===== config.mk =====
export PLATFORM = sky130hd
export DESIGN_NAME = lfc_tick_counter
export DESIGN_NICKNAME = d
export VERILOG_FILES = /design/src/rtl/lfc_pkg.sv /design/src/rtl/lfc_regs.sv /design/src/rtl/lfc_precnt.sv /design/src/rtl/lfc_maincnt.sv /design/src/rtl/lfc_tick_counter.sv
export SDC_FILE = /design/constraint.sdc
export NUM_CORES = 1
export LEC_CHECK = 0
export ABC_AREA = 1
export CORE_MARGIN = 2
export CORE_UTILIZATION = 38
export DETAILED_ROUTE_END_ITERATION = 6
export GPL_ROUTABILITY_DRIVEN = 1
export PLACE_DENSITY = 0.69
export SKIP_CTS_REPAIR_TIMING = 1
export SLEW_MARGIN = 5
export SYNTH_ARGS = -nofsm -noshare
export SYNTH_HDL_FRONTEND = slang
export SYNTH_SLANG_ARGS = --single-unit

===== constraint.sdc =====
create_clock -name clk -period 1.8 [get_ports clk]
set_input_delay 0.27 -clock clk [delete_from_list [all_inputs] [get_ports clk]]
set_output_delay 0.27 -clock clk [all_outputs]
set_load 0.01 [all_outputs]

===== src/rtl/lfc_pkg.sv =====
package lfc_pkg;
  localparam int ADDR_W = 3;
  localparam int CODE_W = 4;

  typedef enum logic [ADDR_W-1:0] {
    SEL_CTRL = 3'd0,
    SEL_PRE  = 3'd1,
    SEL_CNT  = 3'd2,
    SEL_IEN  = 3'd3,
    SEL_LOCK = 3'd4
  } reg_sel_e;

  typedef struct packed {
    logic [CODE_W-1:0] code;
    logic              match_mode;
    logic              cnt_wrap;
    logic              pre_wrap;
    logic              dbg_run;
    logic              run;
  } ctrl_t;
endpackage


===== src/rtl/lfc_regs.sv =====
module lfc_regs
  import lfc_pkg::*;
#(
  parameter int          DATA_W = 32,
  parameter logic [31:0] KEY    = 32'h0000_C0DE
) (
  input  logic              clk,
  input  logic              rst_n,
  input  logic              wr_en,
  input  logic [ADDR_W-1:0] wr_addr,
  input  logic [DATA_W-1:0] wr_data,
  output ctrl_t             ctrl_q,
  output logic              ien_q,
  output logic              locked_q,
  output logic              pre_wr,
  output logic              cnt_wr
);
  ctrl_t ctrl_d;
  logic  ien_d, locked_d, open_wr;

  assign open_wr = wr_en && !locked_q;
  assign pre_wr  = open_wr && (wr_addr == SEL_PRE);
  assign cnt_wr  = open_wr && (wr_addr == SEL_CNT);

  always_comb begin
    ctrl_d   = ctrl_q;
    ien_d    = ien_q;
    locked_d = locked_q;
    if (open_wr && wr_addr == SEL_CTRL) begin
      ctrl_d.run        = wr_data[0];
      ctrl_d.dbg_run    = wr_data[1];
      ctrl_d.pre_wrap   = wr_data[2];
      ctrl_d.cnt_wrap   = wr_data[3];
      ctrl_d.match_mode = wr_data[4];
      ctrl_d.code       = wr_data[8 +: CODE_W];
    end
    if (open_wr && wr_addr == SEL_IEN) ien_d = wr_data[0];
    if (wr_en && wr_addr == SEL_LOCK) locked_d = (wr_data != KEY[DATA_W-1:0]);
  end

  always_ff @(posedge clk or negedge rst_n) begin
    if (!rst_n) begin
      ctrl_q   <= '0;
      ien_q    <= 1'b0;
      locked_q <= 1'b0;
    end else begin
      ctrl_q   <= ctrl_d;
      ien_q    <= ien_d;
      locked_q <= locked_d;
    end
  end

  // a locked block keeps its control word through a write attempt
  a_r9_ctrl_held: assert property (@(posedge clk) disable iff (!rst_n)
    (locked_q && wr_en && wr_addr == SEL_CTRL) |=> $stable(ctrl_q));
  // a locked block keeps its interrupt enable
  a_r9_ien_held: assert property (@(posedge clk) disable iff (!rst_n)
    (locked_q && wr_en && wr_addr == SEL_IEN) |=> $stable(ien_q));
endmodule


===== src/rtl/lfc_precnt.sv =====
module lfc_precnt #(
  parameter int PRE_W  = 15,
  parameter int CODE_W = 4
) (
  input  logic              clk,
  input  logic              rst_n,
  input  logic              cnt_en,
  input  logic              wrap_en,
  input  logic              match_mode,
  input  logic [CODE_W-1:0] code,
  input  logic [PRE_W-1:0]  cmp,
  input  logic              pre_wr,
  input  logic [PRE_W-1:0]  wr_val,
  output logic [PRE_W-1:0]  pre_q,
  output logic              main_tick
);
  localparam int NTAP = PRE_W + 1;

  logic [NTAP-1:0]  tap;
  logic [PRE_W-1:0] pre_d;
  logic             hit, presc_tick;

  genvar k;
  generate
    for (k = 0; k < NTAP; k++) begin : g_tap
      if (k == 0) begin : g_every
        assign tap[k] = 1'b1;
      end else begin : g_carry
        assign tap[k] = &pre_q[k-1:0];
      end
    end
  endgenerate

  assign presc_tick = (32'(code) < NTAP) ? tap[code] : 1'b0;
  assign hit        = (pre_q == cmp);
  assign main_tick  = cnt_en && (match_mode ? hit : presc_tick);

  always_comb begin
    pre_d = pre_q;
    if (pre_wr)              pre_d = wr_val;
    else if (cnt_en) begin
      if (wrap_en && hit)    pre_d = '0;
      else                   pre_d = pre_q + 1'b1;
    end
  end

  always_ff @(posedge clk or negedge rst_n) begin
    if (!rst_n) pre_q <= '0;
    else        pre_q <= pre_d;
  end

  // wrap at the compare value returns the pre-counter to zero
  a_r4_pre_wrap: assert property (@(posedge clk) disable iff (!rst_n)
    (cnt_en && wrap_en && pre_q == cmp && !pre_wr) |=> (pre_q == '0));
  // with counting disabled and no write, the pre-counter holds
  a_r7_freeze: assert property (@(posedge clk) disable iff (!rst_n)
    (!cnt_en && !pre_wr) |=> $stable(pre_q));
  // a software write lands on the next edge
  a_r10_pre_write: assert property (@(posedge clk) disable iff (!rst_n)
    pre_wr |=> (pre_q == $past(wr_val)));
endmodule


===== src/rtl/lfc_maincnt.sv =====
module lfc_maincnt #(
  parameter int CNT_W = 32
) (
  input  logic             clk,
  input  logic             rst_n,
  input  logic             tick,
  input  logic             wrap_en,
  input  logic [CNT_W-1:0] cmp,
  input  logic             cnt_wr,
  input  logic [CNT_W-1:0] wr_val,
  output logic [CNT_W-1:0] cnt_q,
  output logic             ovf_q
);
  logic [CNT_W-1:0] cnt_d;
  logic             ovf_d, at_end;

  assign at_end = (&cnt_q) || (wrap_en && cnt_q == cmp);

  always_comb begin
    cnt_d = cnt_q;
    ovf_d = 1'b0;
    if (cnt_wr) begin
      cnt_d = wr_val;
    end else if (tick) begin
      if (at_end) begin
        cnt_d = '0;
        ovf_d = 1'b1;
      end else begin
        cnt_d = cnt_q + 1'b1;
      end
    end
  end

  always_ff @(posedge clk or negedge rst_n) begin
    if (!rst_n) begin
      cnt_q <= '0;
      ovf_q <= 1'b0;
    end else begin
      cnt_q <= cnt_d;
      ovf_q <= ovf_d;
    end
  end

  // a tick at the channel-1 value with wrap enabled yields zero
  a_r5_cnt_wrap: assert property (@(posedge clk) disable iff (!rst_n)
    (tick && wrap_en && cnt_q == cmp && !cnt_wr) |=> (cnt_q == '0));
  // the wrap pulse only accompanies a zero counter
  a_r11_ovf_zero: assert property (@(posedge clk) disable iff (!rst_n)
    ovf_q |-> (cnt_q == '0));
  // a software write wins over the increment
  a_r10_cnt_write: assert property (@(posedge clk) disable iff (!rst_n)
    cnt_wr |=> (cnt_q == $past(wr_val) && !ovf_q));
endmodule


===== src/rtl/lfc_tick_counter.sv =====
module lfc_tick_counter
  import lfc_pkg::*;
#(
  parameter int          PRE_W  = 15,
  parameter int          CNT_W  = 32,
  parameter int          DATA_W = 32,
  parameter logic [31:0] KEY    = 32'h0000_C0DE
) (
  input  logic                   clk,
  input  logic                   rst_n,
  input  logic                   wr_en,
  input  logic [ADDR_W-1:0]      wr_addr,
  input  logic [DATA_W-1:0]      wr_data,
  input  logic                   dbg_halt,
  input  logic [PRE_W-1:0]       ch0_lo,
  input  logic [CNT_W-1:0]       ch1_val,
  output logic [CNT_W-1:0]       count,
  output logic [PRE_W-1:0]       precount,
  output logic [DATA_W-1:0]      combined,
  output logic                   ovf_pulse,
  output logic                   ovf_irq,
  output logic                   locked
);
  localparam int HI_W = DATA_W - PRE_W;

  logic  rst_meta, rst_s;
  ctrl_t ctrl;
  logic  ien, pre_wr, cnt_wr, cnt_en, main_tick;

  always_ff @(posedge clk or negedge rst_n) begin
    if (!rst_n) begin
      rst_meta <= 1'b0;
      rst_s    <= 1'b0;
    end else begin
      rst_meta <= 1'b1;
      rst_s    <= rst_meta;
    end
  end

  lfc_regs #(.DATA_W(DATA_W), .KEY(KEY)) u_regs (
    .clk(clk), .rst_n(rst_s), .wr_en(wr_en), .wr_addr(wr_addr),
    .wr_data(wr_data), .ctrl_q(ctrl), .ien_q(ien), .locked_q(locked),
    .pre_wr(pre_wr), .cnt_wr(cnt_wr)
  );

  assign cnt_en = ctrl.run && (!dbg_halt || ctrl.dbg_run);

  lfc_precnt #(.PRE_W(PRE_W), .CODE_W(CODE_W)) u_pre (
    .clk(clk), .rst_n(rst_s), .cnt_en(cnt_en), .wrap_en(ctrl.pre_wrap),
    .match_mode(ctrl.match_mode), .code(ctrl.code), .cmp(ch0_lo),
    .pre_wr(pre_wr), .wr_val(wr_data[PRE_W-1:0]), .pre_q(precount),
    .main_tick(main_tick)
  );

  lfc_maincnt #(.CNT_W(CNT_W)) u_main (
    .clk(clk), .rst_n(rst_s), .tick(main_tick), .wrap_en(ctrl.cnt_wrap),
    .cmp(ch1_val), .cnt_wr(cnt_wr), .wr_val(wr_data[CNT_W-1:0]),
    .cnt_q(count), .ovf_q(ovf_pulse)
  );

  assign combined = {count[HI_W-1:0], precount};
  assign ovf_irq  = ovf_pulse && ien;

  // a stopped block leaves the main counter alone unless written
  a_r8_stopped: assert property (@(posedge clk) disable iff (!rst_s)
    (!ctrl.run && !cnt_wr) |=> $stable(count));
  // halted without debug-run, the main counter holds
  a_r7_halt_main: assert property (@(posedge clk) disable iff (!rst_s)
    (dbg_halt && !ctrl.dbg_run && !cnt_wr) |=> $stable(count));
endmodule


==> results of run 1 <==
## cell type report
cell class / count / area, sq um
multi-input combinational: 707 / 3620
clock buffer: 12 / 246
tap: 188 / 235
sequential: 61 / 1550
timing repair buffer: 374 / 3410
inverter: 132 / 495
fill: 1336 / 5540
clock inverter: 4 / 47.5
## worst max path at each step
stage / start / endpoint
floorplan: u_pre.pre_q[0] / u_main.cnt_q[3]
global placement: ch0_lo[8] / u_main.cnt_q[6]
detailed placement: ch0_lo[10] / u_main.cnt_q[27]
CTS: u_pre.pre_q[0] / u_main.cnt_q[27]
global route: u_pre.pre_q[1] / u_main.cnt_q[31]
finish: u_pre.pre_q[1] / u_main.cnt_q[31]
## cell usage after synthesis, types with 8 or more instances
cell / n / area, sq um
sky130_fd_sc_hd__xor2_1: 25 / 219
sky130_fd_sc_hd__o21ai_0: 23 / 115
sky130_fd_sc_hd__xnor2_1: 20 / 175
sky130_fd_sc_hd__dfrtp_1: 61 / 1530
sky130_fd_sc_hd__nand2_1: 379 / 1420
sky130_fd_sc_hd__buf_2: 12 / 60.1
sky130_fd_sc_hd__nand4_1: 45 / 282
sky130_fd_sc_hd__buf_4: 35 / 263
sky130_fd_sc_hd__o211ai_1: 8 / 60.1
sky130_fd_sc_hd__nor2_1: 69 / 259
sky130_fd_sc_hd__inv_1: 125 / 469
sky130_fd_sc_hd__nand3_1: 69 / 345
## critical path: cells and delay by family (launching register included)
| kind | cells | cell delay, ns |
|---|---|---|
| AO/OA/AOI/OAI | 1 | 0.09 |
| AND/OR/NAND/NOR | 12 | 0.93 |
| buffers and inverters | 4 | 0.34 |
| flip-flops | 1 | 0.42 |
| adder cells (fa/ha/maj) | 2 | 0.33 |
## state kept, by name, indices dropped and copies added, names as in the netlist
signal and cells:
u_regs.ctrl_q 9, rst_s 1, u_main.cnt_q 32, u_main.ovf_q 1, rst_meta 1, u_regs.ien_q 1
u_regs.locked_q 1, u_pre.pre_q 15
## power breakdown
part	internal, uW	switching, uW
clock network	1100	629
logic	252	175
registers	1370	9.00
## metal layers
metal | GRT usage [%] | vias up
li1 | - | 3635
met1 | 35.8 | 3392
met2 | 41.3 | 354
met3 | 4.51 | 55
met4 | 9.44 | 0
met5 | 0 | -
## through the flow
stage                     instances  worst slack, ns
after global routing           1478           -0.551
after detailed placement       1448           -0.352
final                          1478           -0.418
after global placement         1448           -0.321
after CTS                      1464           -0.329
after floorplan                 963           -0.204
## kinds of logic (layout without fill, tap and decap cells)
| group | Yosys count | after routing | share of synthesized area, % |
|---|---|---|---|
| AND/OR/NAND/NOR | 604 | 604 | 45.1 |
| buffers and inverters | 195 | 522 | 15.6 |
| flip-flops | 61 | 61 | 26.0 |
| AO/OA/AOI/OAI | 51 | 51 | 5.14 |
| XOR/XNOR | 46 | 46 | 6.99 |
| adder cells (fa/ha/maj) | 5 | 5 | 1.07 |
| other | 1 | 1 | 0.0639 |
==> summary by stage, run 1 <==
Outcome
The flow ran to the end, but the final reports show violations. The checks that failed: negative setup slack.

STA
The worst-case clock skew is about 0.007 ns. The highest attainable clock frequency is around 450 MHz. Subtracting the final worst setup slack from the clock period gives around 2.2 ns.

The number of slew-limit violations in the final report is 0. Of the available clock period, the critical path in the final layout requires 123%. For the final routed database, the setup TNS stands at -12.24 ns. Setup violations remaining at the end of the flow were counted as 34. The setup slack after layout is -0.418 ns. Hold is met by just over 0.1 ns. Setup repair after global routing could not meet its margin everywhere. The count of endpoints failing hold in the final timing report is 0.

Detailed routing
The final routed wirelength across all metal layers is around 22000 um. After the first detailed-routing iteration, the DRC count stood at about 580. The average wire per cell in the routed design is ~15 um. The pre-antenna-repair detailed-routing pass consisted of 5 iterations. After detailed routing, the number of vias per cell comes to ~5. The highest signal layer in the routed design is met4. The met2 wirelength from detailed routing is 10300 um. The via total after detailed routing is 7436. The number of routed nets with antenna violations is 0.

In the detailed route, the total length drawn on met3 is roughly 2000 um. The DRC violation count after routing is 0. The wire length on met1 is about 9300 um.

Clock network
The number of clock buffers inserted by TritonCTS is 9. TritonCTS built the clock tree. After clock tree synthesis, the clock-pin slew on the worst setup and hold paths is 0.05 ns.

The tree is rooted in a sky130_fd_sc_hd__clkbuf_16. The number of H-tree levels is 3. The number of clock sinks is roughly 60. The source-to-sink clock delay at the later pin of the worst-skew pair is around 0.34 ns. The number of buffers between clock root and the deepest sink is 2.

Die
The initial utilization of the core area, before any placement, comes to 38.7%. In this run the standard cell core region covers about 15000 sq um. The count of standard-cell rows is between 40 and 50. The height of the chip is about 130 um.

The horizontal extent of the die is between 100 and 150 um. The I/O pin count is between 150 and 200. The total die area is between 15000 and 20000 sq um.

Synthesis
Synthesis produced a netlist with a net count of 1054. The post-synthesis sequential element count is 61. For this run, the number of Yosys warnings is 0. The number of enable-type register cells in the synthesized netlist is 0. After technology mapping, the gate count stands at roughly 960. Averaged over all synthesized cells, the footprint is around 6.1 sq um. The share of async-settable or async-resettable flops after synthesis is 100%. The synthesized area is 5870 sq um. For this run, the leading register cell type out of synthesis is sky130_fd_sc_hd__dfrtp_1.

The sequential fraction of the synthesis area is approximately a quarter. The count of distinct cell types in the synthesized netlist is 44.

Critical path
The cell with the biggest individual delay on the critical path is sky130_fd_sc_hd__dfrtp_2. By startpoint and endpoint, the worst setup path is classified as reg -> reg. The register-to-register setup slack is -0.42 ns. The element type at the critical path end is a flop. The critical path goes through ha_4 > nand3_4 > nor2_2 > nand2_2 > inv_2 > ha_4 > inv_2 > nand4_1 > o21ai_1 > inv_1 > nand3_1 > nand2_1 > nand2_1 > nand2_2 > nand2_4 > nand2_8 > clkbuf_16 > nand2_2 > nand2_1.

The highest cell delay on the worst timing path is about 0.42 ns. In this run the critical register-to-register path is launched from u_pre.pre_q[1]. The critical path required time is slightly above 2 ns.

The endpoint of the lowest-slack register-to-register path is u_main.cnt_q[31]. The data arrival at the endpoint of the critical path is approximately 2.4 ns. The worst register-to-register path has a depth of 19.

The element type at the critical path start is a flop. The largest driver fanout on the critical path is 8.

Global route
The pin count of the biggest net entering global routing is 43. In the global route stage, overall resource usage came out at 26.1%. The first global-routing pass estimated approximately 34000 um of wire.

The number of global-route vias before repair was about 6600. The number of antenna violations at the first check in global routing is 0. The global route total overflow is 0.

Finish
The repair_antennas step left the layout with diodes totalling 0. The library cells used most frequently in the layout, excluding fill and tap cells, are 349 x sky130_fd_sc_hd__nand2_1, 192 x sky130_fd_sc_hd__buf_4, 164 x sky130_fd_sc_hd__clkdlybuf4s50_1. The final net count is about 1400. For this run, the share of the core covered by cells in the final layout is between 60% and 70%. The synthesis-to-layout area growth is 63.7%. The post-route netlist has 24.4% of its cells at a drive strength greater than 1.

The leading cell type in the layout, fill and taps excluded is sky130_fd_sc_hd__nand2_1. The final instance area is between 9000 and 10000 sq um.

Pwr
The maximum VDD drop is ~540 uV. The power density relative to cell area is between 300 and 400 nW/um^2. For this design the static power due to leakage is 0.00488 uW. The completed layout was analyzed and its total power is ~3500 uW.

Worst hold path
In this run the worst hold path is classified as in -> async.

Run
The max-cap violation count is 0.

Place
The HPWL after detailed placement is approximately 17000 um. After detailed placement, the total cell area comes to just under 9000 sq um. The final weighted congestion of routability-driven global placement is about 0.96. The count of input and output buffers is 167.
(Power assumes the default switching activity.)
==> run 2, diff against run 1 <==
--- a/config.mk
+++ b/config.mk
@@ -6,11 +6,12 @@
 export NUM_CORES = 1
 export LEC_CHECK = 0
 export ABC_AREA = 1
+export CAP_MARGIN = 20
 export CORE_MARGIN = 2
-export CORE_UTILIZATION = 38
+export CORE_UTILIZATION = 40
 export DETAILED_ROUTE_END_ITERATION = 6
 export GPL_ROUTABILITY_DRIVEN = 1
-export PLACE_DENSITY = 0.69
+export PLACE_DENSITY = 0.72
 export SKIP_CTS_REPAIR_TIMING = 1
 export SLEW_MARGIN = 5
 export SYNTH_ARGS = -nofsm -noshare
==> run 2 against run 1 <==
  * The flow still finishes with violations (negative setup slack)
  * Wire length up 2.1%
  * Sequential power barely moved
  * Cell area rose by 1.1%
  * Power fell by 0.85%
  * Critical path depth is the same
  * Critical path type unchanged
==> summary by stage, run 2 (synthesis gave the netlist of run 1 again) <==
Outcome
The flow ran to the end, but the final reports show violations. The checks that failed: negative setup slack.

Finish
Leaving out fill and tap cells, the most frequent cell in the layout is sky130_fd_sc_hd__nand2_1. The top cell types in the final layout, fill and taps aside, are 336 x sky130_fd_sc_hd__nand2_1, 205 x sky130_fd_sc_hd__buf_4, 165 x sky130_fd_sc_hd__clkdlybuf4s50_1. The flip-flop count of the largest register after layout is 32. The proportion of layout cells with a drive suffix above 1 is ~26%. 0 antenna diodes ended up in the layout. The largest registers in the layout are u_main.cnt_q (32), u_pre.pre_q (15), u_regs.ctrl_q (9). The largest register by flop count is u_main.cnt_q.

At the end of the flow, the number of nets in the layout was 1389. Measured on the finished design, the core utilization comes to 67.3%. The layout has approximately 1200 filler cells. The synthesis-to-layout area growth is 65.5%.

Clock network
Clock-pin slew was measured on the worst setup and hold paths at ~0.05 ns. Clock tree synthesis inserted a total of 9 buffers. The source-to-sink clock delay at the later pin of the worst-skew pair is roughly 0.34 ns. The number of buffers between clock root and the deepest sink is 2. The number of H-tree levels is 3. CTS saw 61 sinks. The CTS tree is built. The cell at the root of the clock tree is sky130_fd_sc_hd__clkbuf_16.

Global route
The number of global-route vias before repair came to just under 7000. The pin count of the biggest net entering global routing is 33. The first global-routing pass estimated 34900 um of wire. The overall fraction of global-route tracks in use is 27.4%.

The number of antenna violations at the first check in global routing came to 0. The global route total overflow is 0.

Detailed routing
The met3 layer wire length in the routed design is 2000 um. The final routed wirelength across all metal layers is 22700 um. The via total after detailed routing is about 7500.

The met2 wirelength from detailed routing is 10700 um. The first TritonRoute pass finished after 6 iterations. The post-detailed-route via-to-cell ratio is approximately 5. In this run, the number of DRC markers left after iteration 0 of detailed routing was around 560. After detailed routing, the wire length on met1 is between 9000 and 10000 um. The average wire per cell in the routed design is around 15 um. The DRC violation count after routing is 0. The detail route stage leaves a number of antenna-violating nets equal to 0.

The highest signal layer in the routed design is met4.

STA
Setup violations remaining at the end of the flow were counted as 36. The tightest hold path in the finished design has a slack of between 0.09 and 0.1 ns. Setup repair after global routing could not meet its margin everywhere. The highest attainable clock frequency is approximately 470 MHz. The setup slack after layout is -0.344 ns. The number of slew-limit violations in the final report was 0. The relative max-transition margin is 66.4%. The count of endpoints failing hold in the final timing report was 0. The routed design could run at a clock period as short as around 2.1 ns. Dividing the final minimum period by the clock period gives 119%. The worst-case clock skew is between 0.007 and 0.008 ns. At the pin with the least slew margin, the transition time is roughly 0.50 ns.

Die
The die is between 100 and 150 um wide. The count of standard-cell rows is 44. After floorplanning, the core was sized to cover roughly 14000 sq um. The total die area is around 16000 sq um.

The starting utilization of the core area is between 40% and 50%. The height of the chip is 125 um. The I/O pin count is about 170.

Critical path
The largest individual stage delay along the critical path comes from the cell sky130_fd_sc_hd__dfrtp_2. The largest driver fanout on the critical path is 8. The critical path start-end classification is reg -> reg. At the worst endpoint, the arrival time is 2.37 ns.

The cell family contributing the most delay on the critical path is simple AND/OR/NAND/NOR gates. The highest cell delay on the worst timing path is between 0.4 and 0.5 ns. The most numerous cell type found on the critical path is sky130_fd_sc_hd__nand2_2. The element type at the critical path end is a flop.

STA classifies the critical path startpoint as a flop. The most critical setup path has its startpoint at u_pre.pre_q[0]. Walking the worst path, the cells encountered are ha_4 > nand3_4 > nor2_4 > nand2_2 > inv_2 > ha_4 > inv_2 > nand4_1 > o21ai_1 > inv_1 > nand3_1 > nand2_1 > nand2_2 > nand2_2 > nand2_4 > nand2_8 > clkbuf_16 > nand2_2 > nand2_1. For the worst setup path, the data required time is around 2.0 ns. The setup check on the worst reg-to-reg path leaves a slack of -0.34 ns.

The number of buffers and inverters on the critical path is 4. The startpoint of the most critical register-to-register path is u_pre.pre_q[0].

Place
At the end of routability-driven placement, the weighted congestion stood at approximately 0.96. The count of input and output buffers is roughly 170. The HPWL after detailed placement is between 15000 and 20000 um. OpenSTA, run right after detailed placement, puts the worst setup slack at -0.326 ns.

Pwr
In this run the static leakage power is 0.00496 uW. In this run the power density over the cells is 362 nW/um^2. VDD sags by at most 446 uV.

Worst hold path
The type of the most critical hold path is in -> async.

Run
Across the run, the number of max-cap violations was 0.
-- run 2: cell count changes in the layout (fill, tap and decap cells not counted), moves of 2 or more --
cell	before	now
sky130_fd_sc_hd__buf_4	192	205
sky130_fd_sc_hd__nand2_1	349	336
sky130_fd_sc_hd__nand2_2	32	43
sky130_fd_sc_hd__clkbuf_1	2	5
sky130_fd_sc_hd__dfrtp_1	45	43
sky130_fd_sc_hd__dfrtp_2	16	18
sky130_fd_sc_hd__nand2_4	3	5
sky130_fd_sc_hd__nand3_2	5	3
sky130_fd_sc_hd__nor2_2	8	6
-- run 2: path summary, 6_finish.rpt --
check	end	depth (start not counted)
worst max-delay path	u_main.cnt_q[28]	19
worst min-delay path	rst_meta	1
worst max register to register	u_main.cnt_q[28]	19
worst min register to register	u_main.ovf_q	0
max in group asynchronous	u_main.cnt_q[19]	1
min in group clk	rst_s	0
-- run 2: cell type report --
cell class	count	area [sq um]	share of cell area [%]
inverter	132	495	5.10
multi-input combinational	707	3650	37.6
sequential	61	1550	15.9
tap	184	230	2.37
timing repair buffer	387	3500	36.1
clock inverter	2	35.0	0.361
clock buffer	14	244	2.51
-- run 2: power breakdown --
group / switching, uW / internal, uW
clock network: 631 / 1070
logic: 173 / 253
registers: 9.63 / 1370
-- run 2: stage by stage --
step	std cells	area, sq um	TNS (ns)	total power [uW]
after floorplan	963	5890	-6.29	1520
after global placement	1458	9040	-12.10	1830
after detailed placement	1458	9040	-13.81	1830
after CTS	1474	9320	-10.18	3520
after global routing	1487	9710	-14.67	3630
final	1487	9710	-10.61	3510
-- run 2: routing by layer --
layer,up-vias,track usage (%)
met1,3461,37.8
met3,51,4.92
met2,343,43.8
li1,3661,-
met4,0,8.76
met5,-,0
-- run 2: worst register-to-register path: cells and delay by family, from the launching register on --
kind	cells	cell delay, ns
flip-flops	1	0.42
adder cells (fa/ha/maj)	2	0.33
AND/OR/NAND/NOR	12	0.88
AO/OA/AOI/OAI	1	0.08
buffers and inverters	4	0.34
==> run 3, diff against run 2 <==
--- a/config.mk
+++ b/config.mk
@@ -7,8 +7,9 @@
 export LEC_CHECK = 0
 export ABC_AREA = 1
 export CAP_MARGIN = 20
-export CORE_MARGIN = 2
+export CORE_MARGIN = 8
 export CORE_UTILIZATION = 40
+export CTS_CLUSTER_DIAMETER = 120
 export DETAILED_ROUTE_END_ITERATION = 6
 export GPL_ROUTABILITY_DRIVEN = 1
 export PLACE_DENSITY = 0.72
==> run 3 against run 2 <==
  * The run still ends with negative setup slack left
  * Clock power increased by 13%
  * Cell count decreased by 0.47%
  * Sequential share of layout area rose by 0.13 points
  * Critical path depth unchanged
  * Non-clock buffer count is 7 lower
  * Cell area fell by 0.58%
  * First-iteration DRC count fell by 7.5%
  * Largest power group unchanged
==> summary by stage, run 3 (synthesis gave the netlist of run 1 again) <==
Critical path
Of all nets on the critical path, the largest fanout is 17. The critical path goes through ha_4 > nand3_4 > nor2_4 > nand2_2 > inv_2 > ha_4 > inv_2 > nand4_1 > o21ai_1 > inv_1 > nand3_1 > nand2_1 > nand2_1 > nand2_2 > nand2_4 > nand2_8 > buf_12 > nand2_1 > nand2_1. The highest cell delay on the worst timing path is roughly 0.42 ns. STA classifies the critical path endpoint as a flop. The critical path start-end classification is reg -> reg.

Counting both buffers and inverters, the worst setup path holds a total of 4. Data arrives at the worst endpoint at 2.36 ns. For the worst setup path, the data required time is 2.03 ns. Grouping stages by cell kind, the critical path spends the most delay in simple AND/OR/NAND/NOR gates.

The cell with the biggest individual delay on the critical path is sky130_fd_sc_hd__dfrtp_2. The most frequent cell on the critical path is sky130_fd_sc_hd__nand2_1. The element type at the critical path start is a flop.

Global route
The number of global-route vias before repair is around 7000. The overall fraction of global-route tracks in use is a little under a quarter. The number of antenna violations at the first check in global routing is 0. The total overflow left after global routing is 0. The wire length of the first global-routing pass is roughly 35000 um. The pin count of the biggest net entering global routing is 33.

Finish
The leading cell type in the layout, fill and taps excluded is sky130_fd_sc_hd__nand2_1. The proportion of layout cells with a drive suffix above 1 is between 20% and 30%. The final standard cell utilization of the core is between 60% and 70%.

The top cell types in the final layout, fill and taps aside, are 352 x sky130_fd_sc_hd__nand2_1, 200 x sky130_fd_sc_hd__buf_4, 167 x sky130_fd_sc_hd__clkdlybuf4s50_1. The synthesis-to-layout area growth is 64.6%. The final antenna diode count is 0. After the flow finishes, the layout carries non-filler instances totaling roughly 1500.

The final net count is 1382. The register with the most flip-flops in the final layout is u_main.cnt_q. The register with the most flip-flops in the layout has 32 of them. The largest registers in the layout are u_main.cnt_q (32), u_pre.pre_q (15), u_regs.ctrl_q (9). Fill cells in the final layout number about 1200.

Die
The I/O pin count is between 150 and 200. From bottom edge to top edge, the die measures roughly 140 um. Once the floorplan was initialized, standard cells occupied between 40% and 50% of the core. After floorplanning, the core was divided into 44 placement rows. The total die area is 18800 sq um. The area of the core is between 10000 and 15000 sq um. In this run the horizontal extent of the chip is around 140 um.

STA
Setup violations remaining at the end of the flow were counted as 33. Across the routed clock network, the largest skew measured is 0.00620 ns. Setup slack on the critical path of the routed design comes to -0.334 ns. The count of endpoints failing hold in the final timing report is 0.

The number of slew-limit violations in the final report was 0. The worst-case hold slack is 0.0886 ns. Based on the critical path, the design can be clocked at up to roughly 470 MHz. Subtracting the final worst setup slack from the clock period gives 2.13 ns.

Setup repair after global routing could not meet its margin everywhere. The share of the clock period used by the worst path is 119%. Adding up every negative setup slack in the final design gives -10.15 ns.

Run
Max-cap violations in this run came to 0.

Detailed routing
The final routed wirelength across all metal layers is ~23000 um. The number of routed nets with antenna violations is 0. Dividing the detail-routed via count by the number of cells gives 5.03. The average wire per cell in the routed design is 15.6 um.

The DRC violation count after routing is 0. For this block, the initial DRC count from the detailed router was around 520. The first detailed-routing pass took 5 iterations.

The via total after detailed routing is 7443.

Outcome
The final reports fail on negative setup slack. The run finished, with violations left.

Clock network
In this run, CTS created clock tree buffers numbering 9. The number of clock sinks is 61. CTS placed an instance of sky130_fd_sc_hd__clkbuf_16 at the clock tree root. In this run the deepest clock path goes through 2 buffers. The register clock-pin slew on the reported worst setup and hold paths is roughly 0.060 ns. The source-to-sink clock delay at the later pin of the worst-skew pair is between 0.3 and 0.4 ns. TritonCTS built the clock tree. CTS built an H-tree with a depth of 3.

Pwr
The relative contribution of the clock network to total power is 51.4%. The logic gate share of total power is between 10% and 20%. Power spread over the standard cell area amounts to ~390 nW/um^2.

The analysis attributes to cell leakage a power of about 0.0049 uW. The switching power is slightly below 900 uW. VDD sags by at most about 400 uV. The internal power contribution is between 2000 and 3000 uW. Of the total power, the share spent switching nets is a little under a quarter. In this run, flip-flops and latches consume a little under two fifths of the power.

Place
The count of input and output buffers is approximately 170. The congestion estimate from routability-driven global placement came to ~0.9. The HPWL after detailed placement is around 18000 um. Timing analysis after detailed placement gives a worst setup slack of -0.362 ns.

The instance count after placement with tap cells included is about 1500.

Worst hold path
The type of the most critical hold path is in -> async.
[run 3: changes by cell type in the layout (fill, tap and decap cells not counted), sizes merged]
cell | before | now
inv | 130 | 131
buf | 217 | 211
bufinv | 1 | 2
clkinvlp | 0 | 1
clkdlybuf4s50 | 165 | 167
clkbuf | 17 | 11
clkinv | 3 | 5
dlymetal6s2s | 2 | 0
[run 3: stage by stage]
stage / cell area [sq um] / power (uW)
4_1_cts: 9300 / 3760
3_5_place_dp: 8970 / 1840
6_report: 9660 / 3740
3_3_place_gp: 8970 / 1840
2_1_floorplan: 5890 / 1520
5_1_grt: 9660 / 3850
[run 3: worst paths after layout]
check / endpoint / depth (start not counted) / slack, ns / start
max reg2reg: u_main.cnt_q[17] / 19 / -0.33 / u_pre.pre_q[0]
min in group clk: rst_s / 0 / 0.36 / rst_meta
min: rst_meta / 1 / 0.09 / rst_n
max in group asynchronous: u_main.cnt_q[10] / 1 / 1.15 / rst_s
max: u_main.cnt_q[17] / 19 / -0.33 / u_pre.pre_q[0]
min reg2reg: u_regs.locked_q / 1 / 0.29 / rst_s
[run 3: cell type report]
| type | instances | area (sq um) | share of cell area [%] |
|---|---|---|---|
| clock inverters | 7 | 98.8 | 1.02 |
| flip-flops and latches | 61 | 1550 | 16.1 |
| repair buffers | 380 | 3420 | 35.4 |
| well taps | 184 | 230 | 2.38 |
| multi-input cells | 707 | 3640 | 37.7 |
| clock buffers | 9 | 225 | 2.33 |
| inverters | 132 | 495 | 5.13 |
[run 3: routing by layer]
metal / routed length [um] / share of wire (%) / GRT usage, %
met5: 0 / 0 / 0
met4: 555 / 2.4 / 7.12
met3: 1770 / 7.7 / 4.55
met2: 10800 / 47 / 38.1
met1: 9990 / 43 / 31.2
[run 3: power groups by stage]
stage	logic, uW	registers, uW	clock network, uW
after floorplan	107	1420	0
after global placement	437	1400	0
after detailed placement	444	1400	0
after CTS	446	1370	1940
after global routing	487	1370	1990
final	447	1370	1920
